`config.mk`:
```
export PLATFORM = sky130hd
export DESIGN_NAME = i2c_regfront
export DESIGN_NICKNAME = d
export VERILOG_FILES = /design/src/rtl/i2c_regfront_pkg.sv /design/src/rtl/i2c_rf_ctrl.sv /design/src/rtl/i2c_rf_bufs.sv /design/src/rtl/i2c_rf_flags.sv /design/src/rtl/i2c_regfront.sv
export SDC_FILE = /design/constraint.sdc
export NUM_CORES = 1
export LEC_CHECK = 0
export ABC_AREA = 1
export ABC_CLOCK_PERIOD_IN_PS = 1300
export BUFFER_PORTS_ARGS = -buffer_cell sky130_fd_sc_hd__buf_4
export CAP_MARGIN = 10
export CORE_UTILIZATION = 35
export CTS_CLUSTER_DIAMETER = 100
export DETAILED_ROUTE_END_ITERATION = 7
export SYNTH_ARGS = -nofsm -noshare
export SYNTH_HDL_FRONTEND = slang
export SYNTH_SLANG_ARGS = --single-unit
```
`constraint.sdc`:
```
create_clock -name clk -period 1.3 [get_ports clk]
set_clock_uncertainty 0.05 [all_clocks]
set_input_delay 0.26 -clock clk [delete_from_list [all_inputs] [get_ports clk]]
set_output_delay 0.26 -clock clk [all_outputs]
set_load 0.005 [all_outputs]
```
`src/rtl/i2c_regfront_pkg.sv`:
```
package i2c_regfront_pkg;
  localparam int ADDR_W = 3;
  localparam int BUS_W  = 16;
  localparam int BYTE_W = 8;
  localparam int N_EVT  = 6;

  localparam logic [ADDR_W-1:0] A_CTRL = 3'd0;
  localparam logic [ADDR_W-1:0] A_TXD  = 3'd1;
  localparam logic [ADDR_W-1:0] A_RXD  = 3'd2;
  localparam logic [ADDR_W-1:0] A_FLAG = 3'd3;
  localparam logic [ADDR_W-1:0] A_IEN  = 3'd4;

  localparam int FB_TBE  = 0;
  localparam int FB_RBF  = 1;
  localparam int FB_EVT0 = 2;
  localparam int FB_MODE = 9;
  localparam int FB_BUSY = 10;
  localparam int FB_SCL  = 11;
  localparam int FB_SDA  = 12;
  localparam int IRQ_W   = FB_EVT0 + N_EVT;
endpackage

```
`src/rtl/i2c_rf_ctrl.sv`:
```
module i2c_rf_ctrl (
  input  logic clk,
  input  logic rst_n,
  input  logic wr_ctrl,
  input  logic wbit_en,
  input  logic wbit_srst,
  output logic en_o,
  output logic srst_o
);
  logic en_q, en_d;

  always_comb begin
    en_d   = en_q;
    srst_o = 1'b0;
    if (wr_ctrl) begin
      en_d   = wbit_en;
      srst_o = wbit_srst | (wbit_en & ~en_q);
    end
  end

  always_ff @(posedge clk or negedge rst_n) begin
    if (!rst_n) en_q <= 1'b0;
    else        en_q <= en_d;
  end

  assign en_o = en_q;


  en_follow_chk: assert property (@(posedge clk) disable iff (!rst_n)
    wr_ctrl |=> (en_q == $past(wbit_en)));
endmodule

```
`src/rtl/i2c_rf_bufs.sv`:
```
module i2c_rf_bufs #(
  parameter int BYTE_W = 8
) (
  input  logic              clk,
  input  logic              rst_n,
  input  logic              srst,
  input  logic              en,
  input  logic              tx_wr,
  input  logic [BYTE_W-1:0] wr_byte,
  input  logic              rx_rd,
  input  logic              tx_take,
  input  logic              rx_push,
  input  logic [BYTE_W-1:0] rx_byte,
  output logic [BYTE_W-1:0] txd_o,
  output logic [BYTE_W-1:0] rxd_o,
  output logic              tbe_o,
  output logic              rbf_o,
  output logic              pend_o
);
  logic [BYTE_W-1:0] txd_q, txd_d, rxd_q, rxd_d;
  logic tbe_q, tbe_d, rbf_q, rbf_d, pend_q, pend_d;
  logic tx_accept, take_ok, push_ok;

  assign tx_accept = tx_wr & tbe_q;
  assign take_ok   = tx_take & en;
  assign push_ok   = rx_push & en;

  always_comb begin
    txd_d  = txd_q;
    rxd_d  = rxd_q;
    tbe_d  = tbe_q;
    rbf_d  = rbf_q;
    pend_d = pend_q;
    if (srst) begin
      txd_d  = '0;
      rxd_d  = '0;
      tbe_d  = 1'b0;
      rbf_d  = 1'b0;
      pend_d = 1'b0;
    end else begin
      if (tx_accept) txd_d = wr_byte;
      if (take_ok) begin
        tbe_d  = 1'b1;
        pend_d = 1'b0;
      end else if (tx_accept) begin
        tbe_d  = 1'b0;
        pend_d = 1'b1;
      end
      if (push_ok) begin
        rxd_d = rx_byte;
        rbf_d = 1'b1;
      end else if (rx_rd) begin
        rbf_d = 1'b0;
      end
    end
  end

  always_ff @(posedge clk or negedge rst_n) begin
    if (!rst_n) begin
      txd_q  <= '0;
      rxd_q  <= '0;
      tbe_q  <= 1'b0;
      rbf_q  <= 1'b0;
      pend_q <= 1'b0;
    end else begin
      txd_q  <= txd_d;
      rxd_q  <= rxd_d;
      tbe_q  <= tbe_d;
      rbf_q  <= rbf_d;
      pend_q <= pend_d;
    end
  end

  assign txd_o  = txd_q;
  assign rxd_o  = rxd_q;
  assign tbe_o  = tbe_q;
  assign rbf_o  = rbf_q;
  assign pend_o = pend_q;


  tx_ignore_chk: assert property (@(posedge clk) disable iff (!rst_n)
    (tx_wr && !tbe_q && !srst) |=> $stable(txd_q));

  rbf_clear_chk: assert property (@(posedge clk) disable iff (!rst_n)
    (rx_rd && rbf_q && !push_ok && !srst) |=> !rbf_q);

  rbf_set_wins_chk: assert property (@(posedge clk) disable iff (!rst_n)
    (rx_rd && rx_push && en && !srst) |=> rbf_q);

  srst_clears_chk: assert property (@(posedge clk) disable iff (!rst_n)
    srst |=> (txd_q == '0 && rxd_q == '0 && !tbe_q && !rbf_q && !pend_q));
endmodule

```
`src/rtl/i2c_rf_flags.sv`:
```
module i2c_rf_flags #(
  parameter int N_EVT = 6
) (
  input  logic             clk,
  input  logic             rst_n,
  input  logic             srst,
  input  logic             en,
  input  logic [N_EVT-1:0] ev,
  input  logic             clr_wr,
  input  logic [N_EVT-1:0] clr_mask,
  output logic [N_EVT-1:0] flag_o
);
  logic [N_EVT-1:0] flag_q, flag_d;

  always_comb begin
    flag_d = flag_q;
    for (int i = 0; i < N_EVT; i++) begin
      if (srst)                       flag_d[i] = 1'b0;
      else if (en && ev[i])           flag_d[i] = 1'b1;
      else if (clr_wr && clr_mask[i]) flag_d[i] = 1'b0;
    end
  end

  always_ff @(posedge clk or negedge rst_n) begin
    if (!rst_n) flag_q <= '0;
    else        flag_q <= flag_d;
  end

  assign flag_o = flag_q;

  for (genvar g = 0; g < N_EVT; g++) begin : g_chk

    set_wins_chk: assert property (@(posedge clk) disable iff (!rst_n)
      (en && ev[g] && !srst) |=> flag_q[g]);

    sticky_hold_chk: assert property (@(posedge clk) disable iff (!rst_n)
      (flag_q[g] && !(clr_wr && clr_mask[g]) && !srst) |=> flag_q[g]);

    idle_ignore_chk: assert property (@(posedge clk) disable iff (!rst_n)
      (!en && !flag_q[g]) |=> !flag_q[g]);
  end
endmodule

```
`src/rtl/i2c_regfront.sv`:
```
module i2c_regfront
  import i2c_regfront_pkg::*;
(
  input  logic              clk,
  input  logic              rst_n,
  input  logic [ADDR_W-1:0] bus_addr,
  input  logic              bus_we,
  input  logic              bus_re,
  input  logic [BUS_W-1:0]  bus_wdata,
  output logic [BUS_W-1:0]  bus_rdata,
  output logic              eng_clk_en,
  input  logic [N_EVT-1:0]  eng_evt,
  input  logic              eng_busy,
  input  logic              eng_xmit,
  input  logic              line_sda,
  input  logic              line_scl,
  input  logic              eng_tx_take,
  output logic [BYTE_W-1:0] eng_tx_byte,
  output logic              eng_tx_pending,
  input  logic              eng_rx_push,
  input  logic [BYTE_W-1:0] eng_rx_byte,
  output logic              irq
);
  logic [1:0] rst_sync_q;
  logic rst_n_s;

  always_ff @(posedge clk or negedge rst_n) begin
    if (!rst_n) rst_sync_q <= 2'b00;
    else        rst_sync_q <= {rst_sync_q[0], 1'b1};
  end
  assign rst_n_s = rst_sync_q[1];

  logic wr_ctrl, wr_txd, rd_rxd, wr_flag, wr_ien;
  assign wr_ctrl = bus_we & (bus_addr == A_CTRL);
  assign wr_txd  = bus_we & (bus_addr == A_TXD);
  assign wr_flag = bus_we & (bus_addr == A_FLAG);
  assign wr_ien  = bus_we & (bus_addr == A_IEN);
  assign rd_rxd  = bus_re & (bus_addr == A_RXD);

  logic wdata_unused;
  assign wdata_unused = ^bus_wdata[BUS_W-1:BYTE_W];

  logic en, srst;
  i2c_rf_ctrl u_ctrl (
    .clk(clk), .rst_n(rst_n_s), .wr_ctrl(wr_ctrl),
    .wbit_en(bus_wdata[0]), .wbit_srst(bus_wdata[1]),
    .en_o(en), .srst_o(srst)
  );

  logic [BYTE_W-1:0] txd, rxd;
  logic tbe, rbf;
  i2c_rf_bufs #(.BYTE_W(BYTE_W)) u_bufs (
    .clk(clk), .rst_n(rst_n_s), .srst(srst), .en(en),
    .tx_wr(wr_txd), .wr_byte(bus_wdata[BYTE_W-1:0]), .rx_rd(rd_rxd),
    .tx_take(eng_tx_take), .rx_push(eng_rx_push), .rx_byte(eng_rx_byte),
    .txd_o(txd), .rxd_o(rxd), .tbe_o(tbe), .rbf_o(rbf), .pend_o(eng_tx_pending)
  );

  logic [N_EVT-1:0] evf;
  i2c_rf_flags #(.N_EVT(N_EVT)) u_flags (
    .clk(clk), .rst_n(rst_n_s), .srst(srst), .en(en), .ev(eng_evt),
    .clr_wr(wr_flag), .clr_mask(bus_wdata[FB_EVT0 +: N_EVT]), .flag_o(evf)
  );

  logic [IRQ_W-1:0] ien_q, ien_d;
  always_comb begin
    ien_d = ien_q;
    if (wr_ien) ien_d = bus_wdata[IRQ_W-1:0];
  end
  always_ff @(posedge clk or negedge rst_n_s) begin
    if (!rst_n_s) ien_q <= '0;
    else          ien_q <= ien_d;
  end

  logic [BUS_W-1:0] flag_word;
  always_comb begin
    flag_word               = '0;
    flag_word[FB_TBE]       = tbe;
    flag_word[FB_RBF]       = rbf;
    flag_word[FB_EVT0 +: N_EVT] = evf;
    flag_word[FB_MODE]      = eng_xmit;
    flag_word[FB_BUSY]      = eng_busy;
    flag_word[FB_SCL]       = ~line_scl;
    flag_word[FB_SDA]       = ~line_sda;
  end

  always_comb begin
    bus_rdata = '0;
    case (bus_addr)
      A_CTRL:  bus_rdata[0] = en;
      A_TXD:   bus_rdata[BYTE_W-1:0] = txd;
      A_RXD:   bus_rdata[BYTE_W-1:0] = rxd;
      A_FLAG:  bus_rdata = flag_word;
      A_IEN:   bus_rdata[IRQ_W-1:0] = ien_q;
      default: bus_rdata = '0;
    endcase
  end

  assign irq         = |(flag_word[IRQ_W-1:0] & ien_q);
  assign eng_clk_en  = en;
  assign eng_tx_byte = txd;


  irq_quiet_chk: assert property (@(posedge clk) disable iff (!rst_n_s)
    (ien_q == '0) |-> !irq);

  ien_keep_chk: assert property (@(posedge clk) disable iff (!rst_n_s)
    (srst && !wr_ien) |=> $stable(ien_q));
endmodule

```
Word-level counts from Yosys, hierarchy flattened
Cells that the tools add are included.

operators by class
  equal/unequal tests = 4
  magnitude comparators = 0
  shift-type cells = 0
  add/sub/neg operators = 0
  $mul = 0
  div/mod/pow operators = 0
  reductions and logical operators = 24
  bitwise gates (word level) = 14
  multiplexer cells = 35

operator list
  kind                count
  $mux 8              4
  $mux 1              28
  $pmux 7 s4          1
  $reduce_bool 3->1   8
  $logic_and 1x1->1   12
  $and 1x1->1         9
  $and 8x8->8         1
  $reduce_or 8->1     1
  $eq 3x2->1 const B  2
  $mux 5              1
  $pmux 1 s5          1
  $reduce_bool 2->1   2
  $eq 3x1->1 const B  1
  $eq 3x3->1 const B  1
  $logic_not 3->1     1
  $not 1->1           3
  $or 1x1->1          1

storage, ports and cells
  word-level logic and storage cells = 91
  ROM bits = 0
  bits in latches = 0
  memory bits (writable) = 0
  register bits = 36
  memories = 0
  input port bits = 43
  output and inout bits = 27

Depth between registers and ports, before layout
  depth in word-level cells = 6
  gate-level depth with buffers = 7
  gate-level depth less buffers = 7

Cells and area by module
A second synthesis with hierarchy kept.

second synthesis, totals
  cell total of the unflattened synthesis = 279
  area total of the unflattened synthesis = 2129.5 um^2

modules (own cells, without submodules)
  module        times used  sequential area each (um^2)  area each (um^2)  cells each
  i2c_rf_bufs   1           475.5                        940.9             117
  i2c_regfront  1           250.2                        890.9             125
  i2c_rf_flags  1           150.1                        247.7             30
  i2c_rf_ctrl   1           25.0                         50.0              7

Least setup slack after synthesis
OpenSTA, ideal clock, no wires.

  path kind = register -> output
  start = register u_bufs.tbe_q (netlist: u_bufs.tbe_o)
  end = output irq
  arrival time = 824 ps
  buffers on the path = 0
  data required time = 990 ps
  stages on the path, launching flop included = 4
  path slack = 166 ps
  path through = dfrtp_1 > nand2_1 > nand4_1 > or2_2

between the ends
  word-level cells in the longest chain between the ends = 2

RTL lines
  what                    RTL line            source
  start, declared         i2c_rf_bufs.sv:21   logic tbe_q, tbe_d, rbf_q, rbf_d, pend_q, pend_d;
  start signal, assigned  i2c_rf_bufs.sv:68   tbe_q <= tbe_d;
  $and 8x8->8             i2c_regfront.sv:99  assign irq = |(flag_word[IRQ_W-1:0] & ien_q);
  $reduce_or 8->1         i2c_regfront.sv:99
  end, declared           i2c_regfront.sv:22  output logic irq

No other way between the ends.

Final worst setup path
  start = register u_bufs.rbf_q (netlist: u_bufs.rbf_o)
  end = output irq

between the ends
  word-level cells in the longest chain between the ends = 2

RTL lines
  what                    RTL line            source
  start, declared         i2c_rf_bufs.sv:21
  start signal, assigned  i2c_rf_bufs.sv:69   rbf_q <= rbf_d;
  $and 8x8->8             i2c_regfront.sv:99
  $reduce_or 8->1         i2c_regfront.sv:99

No other way between the ends.

==> impl_metrics.tcl <==
set metrics [dict create \
    status "finished with violations" \
    violations "setup timing" \
    ys_types 23 \
    combPwrFrac_pct 32.3 \
    clock_latency_ns 0.30 \
    rsz0062_at_grt "true" \
    place_area_sq_um 2618 \
    worstHoldStart "bus_wdata[2]" \
    coreArea_sq_um 5140 \
    cap_violations 0 \
    finalCriticalPeriod_ns 1.544 \
    drtPass1Iterations 4 \
    fp-row-count 26 \
    initialDrtViolationCount 79 \
    wl_per_cell_um 13.60 \
    grt_overflow 0 \
    arrival_ns 1.23 \
    hold_viol 0 \
    worstSetupEndpointType "primary output" \
    switching_share_pct 30.70 \
    die-area_sq_um 5688 \
    worst_ep_required_time_ns 0.99 \
    crit_chain "nand2_1 > nand4_1 > or2_4 > buf_6" \
    cts_tree "yes" \
    synthMuxAreaShare_pct 0 \
    ys_ff_latch 36 \
    nFillCells 525 \
    die_w_um 75.42 \
    synth_compound_area_share_pct 3.647 \
    routabilityCongestion 0.8364 \
    diodes 0 \
    fin_area_sq_um 2932 \
    hold_slack_ns 0.1339 \
    power.density_nw_per_um2 1303 \
    leakage_nw 1.562 \
    gr-usage-all-layers_pct 22.07 \
    grt_max_degree 35 \
    antenna_left 0 \
    syn_area_sq_um 1887 \
    grt_pass1_vias 1853 \
    place_ws_ns -0.1587 \
    clockBufferDepth 2 \
    ir_drop_mv 0.6791 \
    avgSynthCellArea_sq_um 7.639 \
    hp-class "primary input to flop" \
    rrSetupSlack_ns 0.11 \
    fin_total_pwr_mw 3.821 \
    synth_fa_ha_area_share_pct 0 \
    p_seq_share_pct 41.2 \
    htreeDepth 2 \
    vias 1983 \
    numCtsBuffers 5 \
    yosys.area_share.xor_xnor_pct 0 \
    layout-drive-gt1-share_pct 40.74 \
    fin_util_pct 57.04 \
    via_per_inst 4.710 \
    critPathKind "flop to primary output" \
    setup_viol 9 \
    wl_um 5725 \
    multi_input_area_sq_um 894.6 \
    stdcell_count 421 \
    timing.final.crit_share_pct 118.7 \
    p_sw_mw 1.173 \
    io_buffer_count 57 \
    ys.warnings.count 0 \
    critical_path.max_fanout 2 \
    dp.cells 403 \
    grt_pass1_wl_um 9052 \
    fmax_mhz 647.8 \
    clock_sinks 36 \
    start_util_pct 36.71 \
    slowest_delay_ns 0.40 \
    nets 393 \
    synth_top_family_by_area "simple AND/OR/NAND/NOR gates" \
    cp_slowest_cell "dfrtp_1" \
    dp.final_hpwl_um 3965 \
    antenna_found_initial 0 \
    drcViolationCount 0 \
    synth-seq-area-share_pct 47.75 \
    r2r_start "u_ctrl.en_o" \
    p_clk_share_pct 26.4 \
    synth_cells 247 \
    area_delta_synth_final_pct 55.37 \
    cts_root_buf "clkbuf_8" \
    crit_path_start "u_bufs.rbf_o" \
    die_h_um 75.42 \
    maxSlewViolCount 0 \
    pin_count 70 \
    crit_path_start_kind "flop" \
    tns_ns -1.353 \
    seq_area_sq_um 902.1 \
    synthSimpleGateAreaFrac_pct 39.59 \
    p_int_mw 2.648 \
    fin_ws_ns -0.2436 \
    clk_pin_slew_ns 0.08 \
]
[registers in the layout, summed over array words and instances, names as in the netlist]
name            flops
ien_q               8
u_bufs.rxd_o        8
u_bufs.txd_o        8
u_flags.flag_o      6
rst_sync_q          2
u_bufs.pend_o       1
u_bufs.rbf_o        1
u_bufs.tbe_o        1
u_ctrl.en_o         1
[cell usage after synthesis, drive strengths merged]
cell type  count  share of area [%]
nand4         10                3.6
clkinv         1               0.26
nand3         41                 12
conb           2               0.40
o21ai          5                1.5
nand2        101                 21
a21oi          8                2.1
or2            1               0.33
buf           11                4.6
nor2          12                3.3
inv           19                3.8
dfrtp         36                 48
[layer usage]
layer / vias to the layer above / track usage, % / wire, um
li1: 994 / - / -
met1: 930 / 29.79 / 2557
met2: 49 / 35.02 / 2787
met3: 10 / 4.894 / 284
met4: 0 / 7.819 / 95
met5: - / 0 / 0
[layout by cell type, fill, tap and decap left out]
| cell type | n |
|---|---|
| o21ai_1 | 1 |
| buf_4 | 87 |
| nand3_2 | 1 |
| nand4_1 | 9 |
| inv_1 | 13 |
| o21ai_2 | 1 |
| conb_1 | 5 |
| clkinvlp_4 | 1 |
| a21oi_1 | 8 |
| inv_4 | 3 |
| clkbuf_8 | 5 |
| nand3_1 | 38 |
| inv_2 | 3 |
| o21ai_0 | 3 |
| nor2_1 | 5 |
| nand2_1 | 90 |
| buf_6 | 15 |
| nand3_4 | 2 |
| dfrtp_1 | 35 |
| or2_4 | 1 |
| bufinv_16 | 1 |
| nor2_2 | 3 |
| nor2_4 | 4 |
| dlygate4sd3_1 | 1 |
| dfrtp_2 | 1 |
| buf_12 | 1 |
| clkinv_2 | 2 |
| nand2_2 | 10 |
| nand4_2 | 1 |
| nand2_4 | 1 |
[what timing repair did]
item,CTS,global route
hold buffers,1,0
endpoints found under the hold margin,2,0
gates resized for setup,16,25
cloned,0,1
buffers inserted,5,6
pin swaps,16,10
endpoints found under the setup margin,14,25
[power by group through the flow]
stage	logic (mW)	registers, mW	clock network (mW)
after CTS	1.17	1.57	1.02
after detailed placement	1.08	1.58	0
after global placement	1.06	1.57	0
after global routing	1.38	1.61	1.10
final	1.24	1.57	1.01
after floorplan	0.447	1.57	0
[path summary, 6_finish.rpt]
check,to,depth (start not counted)
setup / recovery,irq,4
hold / removal,u_bufs.txd_o[2],3
setup reg to reg,u_bufs.rxd_o[0],6
hold reg to reg,u_bufs.txd_o[7],1
max in group asynchronous,u_ctrl.en_o,1
min in group asynchronous,rst_sync_q[0],2
[area by class of cell]
cell class,count,area share [%]
Timing Repair Buffer,104,29.07
Inverter,20,2.860
Clock inverter,3,1.451
Tap cell,70,2.988
Clock buffer,5,2.347
Sequential cell,36,30.77
Multi-Input combinational cell,183,30.52
[critical path: cells and delay by family, from the launching register on]
kind	cells	cell delay (ns)
AND/OR/NAND/NOR	3	0.43
flip-flops	1	0.40
buffers and inverters	1	0.11
[cells by family (layout without fill, tap and decap cells)]
group / Yosys count / in the layout
compound gates: 13 / 13
buf+inv: 31 / 132
flops: 36 / 36
other cells: 2 / 5
simple gates: 165 / 165
(Power assumes the default switching activity.)
